### src/rtl/lsu_pkg.sv
package lsu_pkg;
    localparam int DATA_W = 64;
    localparam int LANES  = DATA_W / 8;
    localparam int LANE_W = $clog2(LANES);

    typedef enum logic {
        SZ_DWORD = 1'b0,
        SZ_BYTE  = 1'b1
    } acc_size_e;
endpackage

### src/rtl/lsu_addr_gen.sv
module lsu_addr_gen #(
    parameter int ADDR_W = 64,
    parameter int OFF_W  = 9
) (
    input  logic [ADDR_W-1:0] base_addr,
    input  logic [OFF_W-1:0]  offset,
    output logic [ADDR_W-1:0] eff_addr
);
    localparam int EXT_W = ADDR_W - OFF_W;

    logic [ADDR_W-1:0] disp_ext;

    always_comb begin
        disp_ext = {{EXT_W{offset[OFF_W-1]}}, offset};
        eff_addr = base_addr + disp_ext;
    end
endmodule

### src/rtl/lsu_lane_ctrl.sv
module lsu_lane_ctrl
    import lsu_pkg::*;
(
    input  logic                 clk,
    input  logic                 rst_n,
    input  logic                 is_store,
    input  logic                 is_load,
    input  acc_size_e            acc_size,
    input  logic [LANE_W-1:0]    lane,
    input  logic [DATA_W-1:0]    store_src,
    input  logic [DATA_W-1:0]    mem_word,
    output logic [LANES-1:0]     byte_we,
    output logic [DATA_W-1:0]    wr_word,
    output logic [DATA_W-1:0]    load_data
);
    logic [7:0] lane_bytes [LANES];

    // Split the stored doubleword into lanes and build the write data per lane.
    for (genvar g = 0; g < LANES; g++) begin : g_lane
        assign lane_bytes[g] = mem_word[g*8 +: 8];
        assign wr_word[g*8 +: 8] = (acc_size == SZ_BYTE) ? store_src[7:0]
                                                         : store_src[g*8 +: 8];
    end

    always_comb begin
        byte_we = '0;
        if (is_store) begin
            unique case (acc_size)
                SZ_BYTE:  byte_we[lane] = 1'b1;
                SZ_DWORD: byte_we = '1;
            endcase
        end
    end

    always_comb begin
        load_data = '0;
        if (is_load) begin
            unique case (acc_size)
                SZ_BYTE:  load_data[7:0] = lane_bytes[lane];
                SZ_DWORD: load_data = mem_word;
            endcase
        end
    end

    assert_byte_we_onehot_R4: assert property (@(posedge clk) disable iff (!rst_n)
        (is_store && acc_size == SZ_BYTE) |-> ($onehot(byte_we) && byte_we[lane]));

    assert_no_we_idle_R6: assert property (@(posedge clk) disable iff (!rst_n)
        !is_store |-> (byte_we == '0));

    assert_byte_load_zext_R3: assert property (@(posedge clk) disable iff (!rst_n)
        (is_load && acc_size == SZ_BYTE) |-> (load_data[DATA_W-1:8] == '0));
endmodule

### src/rtl/lsu_hazard_detect.sv
module lsu_hazard_detect #(
    parameter int REG_W    = 5,
    parameter int ZERO_REG = 31
) (
    input  logic             clk,
    input  logic             rst_n,
    input  logic             ex_is_load,
    input  logic [REG_W-1:0] ex_dest,
    input  logic [REG_W-1:0] id_src_a,
    input  logic [REG_W-1:0] id_src_b,
    output logic             load_use_stall
);
    logic dest_live;
    logic src_hit;

    always_comb begin
        dest_live      = ex_is_load && (ex_dest != REG_W'(ZERO_REG));
        src_hit        = (ex_dest == id_src_a) || (ex_dest == id_src_b);
        load_use_stall = dest_live && src_hit;
    end

    assert_zero_reg_quiet_R7: assert property (@(posedge clk) disable iff (!rst_n)
        (ex_dest == REG_W'(ZERO_REG)) |-> !load_use_stall);

    assert_needs_load_R7: assert property (@(posedge clk) disable iff (!rst_n)
        !ex_is_load |-> !load_use_stall);
endmodule

### src/rtl/lsu_sizing_unit.sv
module lsu_sizing_unit
    import lsu_pkg::*;
#(
    parameter int MEM_WORDS = 16,
    parameter int OFF_W     = 9,
    parameter int REG_W     = 5,
    parameter int ZERO_REG  = 31
) (
    input  logic              clk,
    input  logic              rst_n,
    input  logic              op_load,
    input  logic              op_store,
    input  logic              byte_sz,
    input  logic [63:0]       base_addr,
    input  logic [OFF_W-1:0]  offset,
    input  logic [63:0]       store_src,
    output logic [63:0]       eff_addr,
    output logic [7:0]        byte_we,
    output logic [63:0]       load_data,
    input  logic              ex_is_load,
    input  logic [REG_W-1:0]  ex_dest,
    input  logic [REG_W-1:0]  id_src_a,
    input  logic [REG_W-1:0]  id_src_b,
    output logic              load_use_stall
);
    localparam int IDX_W = $clog2(MEM_WORDS);

    logic [DATA_W-1:0] mem_q [MEM_WORDS];
    logic [IDX_W-1:0]  widx;
    logic [LANE_W-1:0] lane;
    logic [DATA_W-1:0] wr_word;
    logic [DATA_W-1:0] we_bits;
    acc_size_e         acc_size;

    assign acc_size = byte_sz ? SZ_BYTE : SZ_DWORD;
    assign widx     = eff_addr[LANE_W +: IDX_W];
    assign lane     = eff_addr[LANE_W-1:0];

    lsu_addr_gen #(.ADDR_W(DATA_W), .OFF_W(OFF_W)) u_addr (
        .base_addr (base_addr),
        .offset    (offset),
        .eff_addr  (eff_addr)
    );

    lsu_lane_ctrl u_lanes (
        .clk       (clk),
        .rst_n     (rst_n),
        .is_store  (op_store),
        .is_load   (op_load),
        .acc_size  (acc_size),
        .lane      (lane),
        .store_src (store_src),
        .mem_word  (mem_q[widx]),
        .byte_we   (byte_we),
        .wr_word   (wr_word),
        .load_data (load_data)
    );

    lsu_hazard_detect #(.REG_W(REG_W), .ZERO_REG(ZERO_REG)) u_hazard (
        .clk            (clk),
        .rst_n          (rst_n),
        .ex_is_load     (ex_is_load),
        .ex_dest        (ex_dest),
        .id_src_a       (id_src_a),
        .id_src_b       (id_src_b),
        .load_use_stall (load_use_stall)
    );

    always_ff @(posedge clk) begin
        if (!rst_n) begin
            for (int w = 0; w < MEM_WORDS; w++) mem_q[w] <= '0;
        end else begin
            for (int l = 0; l < LANES; l++) begin
                if (byte_we[l]) mem_q[widx][l*8 +: 8] <= wr_word[l*8 +: 8];
            end
        end
    end

    for (genvar g = 0; g < LANES; g++) begin : g_mask
        assign we_bits[g*8 +: 8] = {8{byte_we[g]}};
    end

    assert_lanes_kept_R4: assert property (@(posedge clk) disable iff (!rst_n)
        op_store |=> (((mem_q[$past(widx)] ^ $past(mem_q[widx])) & ~$past(we_bits)) == '0));

    assert_dword_written_R5: assert property (@(posedge clk) disable iff (!rst_n)
        (op_store && !byte_sz) |=> (mem_q[$past(widx)] == $past(store_src)));

    assert_idle_holds_R6: assert property (@(posedge clk) disable iff (!rst_n)
        !op_store |=> (mem_q[$past(widx)] == $past(mem_q[widx])));
endmodule

### config.mk
export PLATFORM = sky130hd
export DESIGN_NAME = lsu_sizing_unit
export DESIGN_NICKNAME = d
export VERILOG_FILES = /design/src/rtl/lsu_pkg.sv /design/src/rtl/lsu_addr_gen.sv /design/src/rtl/lsu_lane_ctrl.sv /design/src/rtl/lsu_hazard_detect.sv /design/src/rtl/lsu_sizing_unit.sv
export SDC_FILE = /design/constraint.sdc
export NUM_CORES = 2
export LEC_CHECK = 0
export BUFFER_PORTS_ARGS = -buffer_cell sky130_fd_sc_hd__buf_2
export CAP_MARGIN = 15
export CORE_MARGIN = 4
export CORE_UTILIZATION = 50
export DETAILED_ROUTE_END_ITERATION = 10
export GPL_ROUTABILITY_DRIVEN = 1
export PLACE_DENSITY = 0.69
export SLEW_MARGIN = 20
export SYNTH_ARGS = -nofsm -noshare
export SYNTH_HDL_FRONTEND = slang
export SYNTH_SLANG_ARGS = --single-unit
### constraint.sdc
create_clock -name clk -period 4.1 [get_ports clk]
set_input_delay 0.41 -clock clk [delete_from_list [all_inputs] [get_ports clk]]
set_output_delay 0.41 -clock clk [all_outputs]
set_load 0.1 [all_outputs]
==> flow_summary_export.csv <==
group,metric,value,unit
worst_setup_path,cp_slowest_cell,"mux4_2",
layout,largest_register,"mem_q",
layout,design_area,63700,µm²
global_routing,track_usage,0.306,
die,die_x,322,µm
drt,vias,36800,
drt,remaining_drc_errors,0,
layout,largestRegisters,"mem_q: 1024 flops",
worst_setup_path,cp.required,3.69,ns
clock_tree,cts_num_sinks,1024,
global_routing,grt_first_pass_wirelength,234,mm
synth,seq_area_frac_synth,0.625,
timing,slew_violations,0,
synth,synthesis.nets,3963,
hold_path,min_path_type,"in -> reg",
worst_setup_path,path_buf_inv,7,
synth,ys_types,75,
synth,synthCells,3741,
placement,port_buffers,294,
clock_tree,clock_path_buffers,3,
drt,antenna_left,0,
synth,synthTopCellsByCount,"1024 x edfxtp_1, 951 x nor2_1, 325 x nand2_1, 275 x mux4_2, 182 x clkbuf_1",
drt,wirelength,162,mm
clock_tree,root_buffer,"clkbuf_16",
drt,wl_per_cell,27.3,µm
worst_setup_path,startpoint_type,"input port",
timing,relSlewSlack,0.227,
global_routing,grt_max_degree,83,
die,boundaryPins,295,
clock_tree,path_clk_slew,0.06,ns
synth,yosys_register_bits,1024,
timing,clock.fmax,231,MHz
global_routing,antenna_found_initial,6,
job,drv_cap,0,
power_and_ir_drop,leakage,23.8,nW
timing,rsz0062_at_grt,"yes",
clock_tree,cts-hold-fix-buffers,0,
die,core_area,97100,µm²
placement,hpwl,113,mm
synth,synth.top_cell.area_share,0.625,
die,dieArea,104000,µm²
synth,synthTopCellsByArea,"edfxtp_1 62%, mux4_2 13%, nor2_1 7.3%",
global_routing,grt_pass1_vias,35900,
synth,synth-main-ff-cell,"edfxtp_1",
clock_tree,cts_inserted_buffers,100,
worst_setup_path,crit_cells,17,
outcome,outcome,"finished, violations left",
synth,synth.most_common_cell,"edfxtp_1",
global_routing,grt.overflow.total,0,
outcome,violations,"negative setup slack",
layout,syn_to_final_growth,29.4,%
timing,min_period,4.33,ns
layout,largest_reg_flops,1024,
power_and_ir_drop,power_density,509,nW/µm²
timing,worst_pin_slew,1.16,ns
timing,layout_setup_ws,-0.235,ns
die,start_util,0.507,
worst_setup_path,crit_chain,"buf_8 > ha_4 > buf_4 > a21o_1 > a21oi_4 > xnor2_4 > inv_4 > buf_8 > buf_12 > mux4_2 > a22o_1 > a221oi_2 > buf_4 > a21oi_1 > o221ai_2 > o21ai_4 > buf_12",
drt,via_per_inst,6.20,
worst_setup_path,slowest_delay,0.51,ns
clock_tree,h-tree-depth,3,
power_and_ir_drop,peakVddDrop,0.362,mV
drt,dr.pass1.iters,8,
placement,placed_area,58300,µm²
layout,nets,4788,
placement,place.gp.congestion,0.955,
synth,synth-edff-count,1024,
hold_path,worstHoldPathCells,3,
timing,period_share,1.06,
timing,hold_viol,0,
worst_setup_path,critPathMaxFanout,16,
synth,yosys.area.top_type,"edfxtp_1",
worst_setup_path,worstSetupEndpointType,"primary output",
timing,finalSetupViolations,12,
worst_setup_path,critPathArrivalTime,3.92,ns
clock_tree,cts_tree,"yes",
layout,fin_util,0.656,
die,rows,114,
die,die_y,322,µm
synth,ys_async_sr_fraction,0,
worst_setup_path,crit_family,"compound AO/OA/AOI/OAI gates",
drt,drt_iter0_drc,5282,
synth,yosysWarnings,0,
synth,syn_avg_cell_area,13.2,µm²
worst_setup_path,worstSetupPathType,"in -> out",
layout,drive_gt1_frac,0.354,
synth,synth_area,49200,µm²
[per-layer routing]
layer / share of wire / track usage / vias to the layer above
met2: 0.45 / 0.463 / 2575
met1: 0.36 / 0.415 / 18200
met3: 0.14 / 0.0904 / 396
met5: 0.00094 / 0.00185 / -
li1: - / - / 15700
met4: 0.051 / 0.138 / 6
[logic make-up after synthesis]
kind of cell,count (synthesis),share of synthesized area
muxes,277,0.126
buffers and inverters,284,0.0239
DFF,1024,0.625
and+or+nand+nor,1541,0.132
xor gates and xnor gates,70,0.0129
adders and majority gates,64,0.0164
AOI/OAI and AO/OA,481,0.0643
[metrics by stage]
| step | std cells | hold WS [ns] | setup TNS [ns] | setup slack (ns) | total power, mW |
|---|---|---|---|---|---|
| final | 5935 | 0.203 | -1.87 | -0.235 | 32.4 |
| after global routing | 5927 | 0.237 | -3.85 | -0.287 | 33.3 |
| after CTS | 5890 | 0.189 | -2.16 | -0.265 | 31.9 |
| after detailed placement | 5683 | 0.879 | -13.01 | -0.635 | 22.0 |
| after global placement | 5683 | 0.873 | -10.45 | -0.673 | 21.9 |
| after floorplan | 3741 | 0.633 | -14.66 | -0.524 | 17.9 |
[worst min-delay path, cell delays in order]
cell and delay (ns):
buf_2 0.10, a21oi_1 0.14, nor2_1 0.11
[what timing repair did]
item / in CTS / in global routing
resized for setup: 173 / 127
buffers inserted: 14 / 34
cloned: 6 / 5
pin swaps: 34 / 66
endpoints found under the setup margin: 49 / 58
[final timing paths]
| kind | to | slack, ns | startpoint |
|---|---|---|---|
| worst max-delay path | load_data[1] | -0.23 | base_addr[0] |
| worst min-delay path | mem_q[10][41]$_SDFFCE_PN0P_ | 0.20 | store_src[41] |
[where the power goes]
group	internal (mW)	total, mW	switching, mW
combinational	4.20	10.5	6.30
sequential	12.2	12.4	0.211
clock	5.39	9.54	4.15
[cell type report]
class	instances	area (µm²)
multi-input cells	2433	18600
repair inverters	2	22.5
fillers	6693	33400
clock buffers	116	2580
flip-flops and latches	1024	30700
clock inverters	71	791
inverters	27	136
diodes	8	20.0
repair buffers	978	9220
well taps	1276	1600
[cells in the final DEF (no fill, tap or decap), types with 18 or more instances in the layout]
| cell type | synthesis | layout |
|---|---|---|
| nand2_2 | 7 | 27 |
| a22oi_2 | 0 | 36 |
| buf_12 | 0 | 144 |
| ha_1 | 63 | 50 |
| clkbuf_16 | 0 | 107 |
| and2_1 | 46 | 41 |
| xor2_1 | 24 | 22 |
| a22oi_1 | 78 | 42 |
| inv_1 | 22 | 20 |
| buf_4 | 14 | 580 |
| xnor2_1 | 43 | 40 |
| edfxtp_1 | 1024 | 1024 |
| a21oi_1 | 173 | 143 |
| nand3_1 | 19 | 18 |
| nor2_1 | 951 | 944 |
| buf_6 | 0 | 30 |
| o21ai_0 | 49 | 33 |
| nand2_1 | 325 | 304 |
| and3_1 | 125 | 123 |
| a21oi_2 | 2 | 25 |
| mux4_2 | 275 | 275 |
| buf_2 | 45 | 194 |
| a21o_1 | 37 | 37 |
| clkinv_1 | 2 | 18 |
No activity file was read; power rests on OpenSTA's default activity.
